==> src/rtl/wsu_pkg.sv <==
package wsu_pkg;

    typedef enum logic [2:0] {
        OP_ADD   = 3'd0,
        OP_ADDC  = 3'd1,
        OP_ADDE  = 3'd2,
        OP_ADDZE = 3'd3,
        OP_ADDME = 3'd4,
        OP_SUBF  = 3'd5
    } wsu_op_e;

    localparam int CR_LT = 3;
    localparam int CR_GT = 2;
    localparam int CR_EQ = 1;
    localparam int CR_SO = 0;

endpackage

==> src/rtl/wsu_opsel.sv <==
module wsu_opsel
    import wsu_pkg::*;
#(
    parameter int WLEN = 32,
    parameter int OPW  = 3
) (
    input  logic [OPW-1:0]  op,
    input  logic [WLEN-1:0] a_w,
    input  logic [WLEN-1:0] b_w,
    input  logic            ca_in,
    output logic [WLEN-1:0] term_x,
    output logic [WLEN-1:0] term_y,
    output logic            carry_in,
    output logic            ca_writes
);
    // Every operation is expressed as term_x + term_y + carry_in.
    always_comb begin
        term_x    = a_w;
        term_y    = b_w;
        carry_in  = 1'b0;
        ca_writes = 1'b0;
        case (op)
            OP_ADDC: begin
                ca_writes = 1'b1;
            end
            OP_ADDE: begin
                carry_in  = ca_in;
                ca_writes = 1'b1;
            end
            OP_ADDZE: begin
                term_y    = '0;
                carry_in  = ca_in;
                ca_writes = 1'b1;
            end
            OP_ADDME: begin
                term_y    = '1;
                carry_in  = ca_in;
                ca_writes = 1'b1;
            end
            OP_SUBF: begin
                // B - A == ~A + B + 1
                term_x   = ~a_w;
                carry_in = 1'b1;
            end
            default: begin
                // plain add and the reserved codes
            end
        endcase
    end
endmodule

==> src/rtl/wsu_adder.sv <==
module wsu_adder #(
    parameter int WLEN = 32
) (
    input  logic [WLEN-1:0] x,
    input  logic [WLEN-1:0] y,
    input  logic            cin,
    output logic [WLEN-1:0] sum,
    output logic            cout,
    output logic            ovf
);
    localparam int EXW = WLEN + 2;

    logic [WLEN:0]         wide_sum;
    logic signed [EXW-1:0] exact_sum;
    logic signed [EXW-1:0] sext_sum;

    always_comb begin
        wide_sum  = {1'b0, x} + {1'b0, y} + {{WLEN{1'b0}}, cin};
        sum       = wide_sum[WLEN-1:0];
        cout      = wide_sum[WLEN];
        exact_sum = $signed({{2{x[WLEN-1]}}, x}) + $signed({{2{y[WLEN-1]}}, y})
                  + $signed({{(EXW-1){1'b0}}, cin});
        sext_sum  = $signed({{2{sum[WLEN-1]}}, sum});
        ovf       = (exact_sum != sext_sum);
    end
endmodule

==> src/rtl/wsu_crgen.sv <==
module wsu_crgen
    import wsu_pkg::*;
#(
    parameter int WLEN = 32
) (
    input  logic [WLEN-1:0] value,
    input  logic            so_now,
    input  logic            enable,
    output logic [3:0]      cr_field
);
    logic is_zero;
    logic is_neg;

    always_comb begin
        is_zero  = (value == '0);
        is_neg   = value[WLEN-1];
        cr_field = '0;
        if (enable) begin
            cr_field[CR_LT] = is_neg;
            cr_field[CR_GT] = !is_neg && !is_zero;
            cr_field[CR_EQ] = is_zero;
            cr_field[CR_SO] = so_now;
        end
    end
endmodule

==> src/rtl/wsu_word_addsub.sv <==
module wsu_word_addsub
    import wsu_pkg::*;
#(
    parameter int XLEN = 64,
    parameter int WLEN = 32,
    parameter int OPW  = 3
) (
    input  logic            clk,
    input  logic            rst_n,
    input  logic            in_valid,
    input  logic [OPW-1:0]  op,
    input  logic [XLEN-1:0] src_a,
    input  logic [XLEN-1:0] src_b,
    input  logic            ca_in,
    input  logic            ov_in,
    input  logic            so_in,
    input  logic            oe,
    input  logic            rc,
    output logic            out_valid,
    output logic [XLEN-1:0] result,
    output logic            ca_out,
    output logic            ov_out,
    output logic            so_out,
    output logic            cr0_wr,
    output logic [3:0]      cr0
);
    localparam int HIW = XLEN - WLEN;

    typedef struct packed {
        logic            vld;
        logic [XLEN-1:0] res;
        logic            ca;
        logic            ov;
        logic            so;
        logic            crw;
        logic [3:0]      cr;
    } stage_t;

    stage_t stage_d, stage_q;

    logic [WLEN-1:0] a_w, b_w, tx, ty, sum_w;
    logic            cin, ca_writes, cout, ovf, so_new;
    logic [3:0]      cr_new;

    assign a_w = src_a[WLEN-1:0];
    assign b_w = src_b[WLEN-1:0];

    wsu_opsel #(.WLEN(WLEN), .OPW(OPW)) u_opsel (
        .op(op), .a_w(a_w), .b_w(b_w), .ca_in(ca_in),
        .term_x(tx), .term_y(ty), .carry_in(cin), .ca_writes(ca_writes)
    );

    wsu_adder #(.WLEN(WLEN)) u_adder (
        .x(tx), .y(ty), .cin(cin), .sum(sum_w), .cout(cout), .ovf(ovf)
    );

    assign so_new = oe ? (so_in | ovf) : so_in;

    wsu_crgen #(.WLEN(WLEN)) u_crgen (
        .value(sum_w), .so_now(so_new), .enable(rc), .cr_field(cr_new)
    );

    always_comb begin
        stage_d     = stage_q;
        stage_d.vld = in_valid;
        if (in_valid) begin
            stage_d.res = {{HIW{1'b0}}, sum_w};
            stage_d.ca  = ca_writes ? cout : ca_in;
            stage_d.ov  = oe ? ovf : ov_in;
            stage_d.so  = so_new;
            stage_d.crw = rc;
            stage_d.cr  = cr_new;
        end
    end

    always_ff @(posedge clk or negedge rst_n) begin
        if (!rst_n) stage_q <= '0;
        else        stage_q <= stage_d;
    end

    assign out_valid = stage_q.vld;
    assign result    = stage_q.res;
    assign ca_out    = stage_q.ca;
    assign ov_out    = stage_q.ov;
    assign so_out    = stage_q.so;
    assign cr0_wr    = stage_q.crw;
    assign cr0       = stage_q.cr;

    a_r1_upper_clear: assert property (@(posedge clk) disable iff (!rst_n)
        out_valid |-> (result[XLEN-1:WLEN] == '0));

    a_r9_so_sticky: assert property (@(posedge clk) disable iff (!rst_n)
        (out_valid && $past(so_in)) |-> so_out);

    a_r10_flags_kept: assert property (@(posedge clk) disable iff (!rst_n)
        (out_valid && !$past(oe)) |-> (ov_out == $past(ov_in) && so_out == $past(so_in)));

    a_r11_cr_so_copy: assert property (@(posedge clk) disable iff (!rst_n)
        (out_valid && cr0_wr) |-> (cr0[CR_SO] == so_out));

    a_r11_cr_class: assert property (@(posedge clk) disable iff (!rst_n)
        cr0_wr |-> ($countones(cr0[3:1]) == 1));

    a_r7_ca_pass: assert property (@(posedge clk) disable iff (!rst_n)
        (out_valid && ($past(op) == OP_ADD || $past(op) == OP_SUBF)) |-> (ca_out == $past(ca_in)));

    a_r13_hold: assert property (@(posedge clk) disable iff (!rst_n)
        (!$past(in_valid) && $past(rst_n)) |-> ($stable(result) && $stable(cr0)));

endmodule

==> config.mk <==
export PLATFORM = sky130hd
export DESIGN_NAME = wsu_word_addsub
export DESIGN_NICKNAME = d
export VERILOG_FILES = /design/src/rtl/wsu_pkg.sv /design/src/rtl/wsu_opsel.sv /design/src/rtl/wsu_adder.sv /design/src/rtl/wsu_crgen.sv /design/src/rtl/wsu_word_addsub.sv
export SDC_FILE = /design/constraint.sdc
export NUM_CORES = 1
export LEC_CHECK = 0
export CELL_PAD_IN_SITES_DETAIL_PLACEMENT = 1
export CELL_PAD_IN_SITES_GLOBAL_PLACEMENT = 1
export CORE_ASPECT_RATIO = 1.2
export CORE_MARGIN = 2
export CORE_UTILIZATION = 34
export CTS_CLUSTER_DIAMETER = 80
export DETAILED_ROUTE_END_ITERATION = 7
export PLACE_DENSITY_LB_ADDON = 0.1
export SKIP_LAST_GASP = 1
export SYNTH_ARGS = -nofsm -noshare
export SYNTH_HDL_FRONTEND = slang
export SYNTH_SLANG_ARGS = --single-unit
==> constraint.sdc <==
create_clock -name clk -period 0.84 [get_ports clk]
set_input_delay 0.084 -clock clk [delete_from_list [all_inputs] [get_ports clk]]
set_output_delay 0.084 -clock clk [all_outputs]
set_load 0.02 [all_outputs]
==> flow_metrics.py, run 1 <==
metrics = {
    "global_route": {
        "overflow": 572,
        "track_usage_pct": 85.6,
        "grt_max_degree": 32,
    },
    "clocking": {
        "root_buffer": "clkbuf_16",
        "numClockSinks": 41,
        "cts_inserted_buffers": 5,
        "htree_levels": 2,
        "cts.path.max_buffers": 2,
    },
    "logic_synthesis": {
        "synth_area_leaders": "dfrtp_1 16%, xnor2_1 9.9%, ha_1 6.5%",
        "synth.avg_cell_area_sq_um": 7.92,
        "yosysWarnings": 0,
        "synth-edff-count": 0,
        "yosys_most_used_dff": "dfrtp_1",
        "syn_area_sq_mm": 0.00653,
        "synthArstFlopShare_pct": 100,
        "synthDominantCellAreaShare_pct": 15.7,
        "yosys.area.top_type": "dfrtp_1",
        "synthCells": 825,
        "ys_seq_elements": 41,
        "synth.distinct_cells": 85,
        "ys_seq_area_share_pct": 15.7,
    },
    "run_status": {
        "lastStage": "global routing (5_1_grt)",
        "status": "stopped before the end",
        "tool.error": "[ERROR GRT-0232] Routing congestion too high. Check the congestion heatmap in the GUI.",
    },
    "die": {
        "rows": 55,
        "io_pins": 212,
        "die_height_microns": 156,
        "die_x_microns": 131,
        "start_util_pct": 34.6,
    },
    "sta": {
        "worstEndpointGrtRepair": "cr0[0]$_DFFE_PN0P_/D",
        "endpoint_type": "sequential cell input",
    },
    "placed_design": {
        "dp_hpwl_microns": 27300,
        "dp_slack_ns": -4.45,
        "io_buffers": 115,
        "dp_cells": 1486,
        "gp_congestion": 0.920,
        "placed_area_sq_mm": 0.0104,
    },
}
==> Yosys cell counts (30+ instances only) <==
cell and instances:
a21oi_1 54, buf_4 38, dfrtp_1 41, ha_1 34
mux2_2 31, nand2_1 71, nand4_1 30, nor2_1 54
o21a_1 38, o21ai_0 41, xnor2_1 74, xor2_1 33
==> through the flow <==
step	hold slack, ns	TNS [ns]	util, %
floorplan	-0.212	-67.26	-
global placement	-0.0353	-117.41	55.1
detailed placement	-0.0280	-123.81	55.1
CTS	0.166	-101.85	66.7
==> layer usage <==
metal,track usage [%],overflow
met1,82.0,3
met2,103,361
met3,70.3,6
met4,92.5,202
met5,25.3,0
==> what timing repair did <==
action / 4_1_cts
gates resized for setup: 303
buffers inserted: 70
hold buffers: 1
pin swaps: 95
hold endpoints to repair: 41
gates cloned: 6
setup endpoints to repair: 80
==> cell families after synthesis <==
group | count (synthesis) | synth area share (%)
muxes | 37 | 6.27
xor gates and xnor gates | 107 | 14.4
buffers and inverters | 102 | 8.83
other | 1 | 0.0574
DFF | 41 | 15.7
adders and majority gates | 37 | 7.43
and+or+nand+nor | 262 | 21.4
AOI/OAI and AO/OA | 238 | 25.9
==> run 2: changes to the inputs <==
--- a/config.mk
+++ b/config.mk
@@ -5,14 +5,10 @@
 export SDC_FILE = /design/constraint.sdc
 export NUM_CORES = 1
 export LEC_CHECK = 0
-export CELL_PAD_IN_SITES_DETAIL_PLACEMENT = 1
-export CELL_PAD_IN_SITES_GLOBAL_PLACEMENT = 1
-export CORE_ASPECT_RATIO = 1.2
 export CORE_MARGIN = 2
-export CORE_UTILIZATION = 34
-export CTS_CLUSTER_DIAMETER = 80
+export CORE_UTILIZATION = 40
 export DETAILED_ROUTE_END_ITERATION = 7
-export PLACE_DENSITY_LB_ADDON = 0.1
+export PLACE_DENSITY_LB_ADDON = 0.15
 export SKIP_LAST_GASP = 1
 export SYNTH_ARGS = -nofsm -noshare
 export SYNTH_HDL_FRONTEND = slang
==> run 2 against run 1 <==
  * Area after synthesis is the same
  * The flow now finishes, with violations (setup timing)
  * Synthesized cell count unchanged
==> flow_metrics.py, run 2 <==
metrics = {
    "setup_path": {
        "critical_path_class": "input pin to flop",
        "cp-startpoint": "op[1]",
        "cp_common_cell": "buf_4",
        "cpLargestDelayFamily": "simple AND/OR/NAND/NOR gates",
        "crit_path_start_kind": "input pin",
        "critPathArrivalTime_ns": 4.30,
        "cpMaxStageDelayCell": "fa_2",
        "crit_fanout": 7,
        "max_stage_delay_ns": 0.46,
        "r2r-start": "result[12]$_DFFE_PN0P_",
        "cp.required_ns": 0.99,
        "path_cells": "buf_8, nand3b_1, buf_6, buf_4, xnor2_4, fa_2, buf_4, xor2_2, nor4b_2, nand2_1, or4_4, a32o_1, a2111oi_2, nand3_1, nor4_2, o2111ai_2, o311ai_4, o221ai_2",
        "cp-end-kind": "flop",
        "critPathBufInv": 4,
    },
    "drt": {
        "vias": 8490,
        "met3_length_microns": 1370,
        "first_pass_iters": 6,
        "wl_met1_microns": 11100,
        "wl_per_cell_microns": 18.7,
        "drt_wl_total_microns": 28900,
        "routed-wl-met2_microns": 15000,
        "drt_iter0_drc": 667,
        "drcViolationCount": 0,
        "antenna_left": 0,
        "vias_per_cell": 5.48,
        "routed.top_layer": "met4",
    },
    "clocking": {
        "root_buffer": "clkbuf_16",
        "cts.path.max_buffers": 2,
        "clkLatencyLatePin_ns": 0.28,
        "cts_tree": "yes",
        "htree_levels": 2,
        "cts.reportedPaths.clkPinSlew_ns": 0.06,
        "cts_inserted_buffers": 5,
        "numClockSinks": 41,
    },
    "run_status": {
        "status": "finished with violations",
        "violations": "setup timing",
    },
    "placed_design": {
        "gp_congestion": 0.927,
        "dp_hpwl_microns": 21300,
        "io_buffers": 115,
        "dp_cells": 1468,
        "dp_slack_ns": -4.24,
    },
    "layout": {
        "layout.nets": 1508,
        "stdcell_count": 1549,
        "drive_above_1_share_pct": 54.5,
        "fin_util_pct": 78.6,
        "area_delta_synth_final_pct": 92.0,
        "largest_reg_flops": 32,
        "layout_commonest_cell": "buf_4",
        "antenna_cells": 0,
        "final_cell_mix": "403 x buf_4, 66 x clkdlybuf4s50_1, 63 x buf_6",
    },
    "global_route": {
        "overflow": 0,
        "antenna_found_initial": 0,
        "grt_pass1_vias": 8633,
        "grt_max_degree": 32,
        "track_usage_pct": 31.4,
        "grt_pass1_wl_microns": 44100,
    },
    "sta": {
        "setup_viol": 80,
        "fin_ws_ns": -3.31,
        "slew-limit-headroom_pct": 58.6,
        "tightest_slew_ns": 0.616,
        "fin_worst_skew_ns": 0,
        "finalCritPeriodShare_pct": 494,
        "hold_viol": 0,
        "grt_setup_unrepaired": "yes",
        "tns_ns": -81.99,
        "period_minus_slack_ns": 4.15,
        "slew_viol_final": 0,
        "max_freq_mhz": 241,
    },
    "die": {
        "die_area_sq_mm": 0.0174,
        "rows": 46,
        "die_height_microns": 132,
        "start_util_pct": 41.0,
        "core_sq_mm": 0.0159,
        "io_pins": 212,
        "die_x_microns": 132,
    },
    "hold_path": {
        "hold_start": "in_valid",
        "min_path_type": "input pin to flop",
    },
    "logic_synthesis": {
        "synth-edff-count": 0,
        "yosys_most_used_dff": "dfrtp_1",
        "synth_area_leaders": "dfrtp_1 16%, xnor2_1 9.9%, ha_1 6.5%",
        "synth.most_common_cell": "xnor2_1",
        "yosysWarnings": 0,
        "ys_seq_area_share_pct": 15.7,
        "synth.distinct_cells": 85,
        "synthCells": 825,
        "ys_seq_elements": 41,
        "synth_common_cells": "74 x xnor2_1, 71 x nand2_1, 54 x a21oi_1, 54 x nor2_1",
        "synthDominantCellAreaShare_pct": 15.7,
        "yosys.area.top_type": "dfrtp_1",
        "syn_area_sq_mm": 0.00653,
        "synth.avg_cell_area_sq_um": 7.92,
        "synthArstFlopShare_pct": 100,
    },
    "power": {
        "swShare_pct": 42.1,
        "internal_power_mw": 13.4,
        "power.switching_mw": 9.77,
        "ir_worst_vdd_mv": 1.33,
        "power_density_mw_per_mm2": 1850,
        "p_comb_share_pct": 76.7,
        "p_leak_nw": 5.58,
        "seqPwrFrac_pct": 13.7,
        "p_clk_share_pct": 9.6,
        "power_mw": 23.2,
    },
    "flow_run": {
        "cap_violations": 0,
    },
}
## run 2: what timing repair did
action                                  4_1_cts  5_1_grt
endpoints found under the setup margin       80       80
hold buffers                                  1        0
resized for setup                           433       69
cloned                                        1        0
buffers inserted                             51       22
endpoints found under the hold margin        41        0
pin swaps                                    77       37
## run 2: power groups by stage
stage                     Sequential, mW  Clock (mW)  Combinational [mW]
after floorplan                     3.85           0                6.40
after global placement              3.04           0                14.3
after detailed placement            3.06           0                14.4
after CTS                           3.17        2.26                16.6
after global routing                3.25        2.38                18.8
final                               3.17        2.23                17.8
## run 2: cell type report
class	count	area (sq um)
multi-input combinational	713	6370
clock inverter	1	30.0
fill	1113	3410
inverter	24	90.1
sequential	41	1030
timing repair buffer	547	4610
tap	216	270
clock buffer	7	143
## run 2: metal layers
layer	GRT usage [%]	up-vias
met5	0	-
met4	10.1	0
met3	4.61	106
met2	59.2	353
met1	36.3	4070
li1	-	3961
## run 2: kinds of logic (layout without fill, tap and decap cells)
kind of cell             Yosys count  after routing  synth area share [%]
AND/OR/NAND/NOR                  262            262                  21.4
AO/OA/AOI/OAI                    238            238                  25.9
XOR/XNOR                         107            107                  14.4
buffers and inverters            102            579                  8.83
flip-flops                        41             41                  15.7
adder cells (fa/ha/maj)           37             37                  7.43
multiplexers                      37             37                  6.27
other                              1             32                0.0574
## run 2: through the flow
stage               hold slack [ns]  instance area (sq um)
floorplan                    -0.212                   6890
global placement            -0.0273                  10500
detailed placement          -0.0274                  10500
CTS                           0.180                  12100
global route                  0.179                  12500
finish                        0.187                  12500
## run 2: worst paths after layout
check | slack [ns] | depth (start not counted) | endpoint
worst max-delay path | -3.31 | 18 | cr0[0]$_DFFE_PN0P_
max in group asynchronous | 0.18 | 3 | result[5]$_DFFE_PN0P_
worst min-delay path | 0.19 | 2 | out_valid$_DFF_PN0_
worst max register to register | -0.09 | 2 | result[12]$_DFFE_PN0P_
worst min register to register | 0.52 | 2 | result[0]$_DFFE_PN0P_
min in group asynchronous | 0.21 | 2 | so_out$_DFFE_PN0P_
## run 2: worst register-to-register path: stages (launching register included)
cell	delay, ns
dfrtp_1	0.40
buf_4	0.15
mux2_4	0.26
Note: power is estimated with default switching activity, not from simulation.
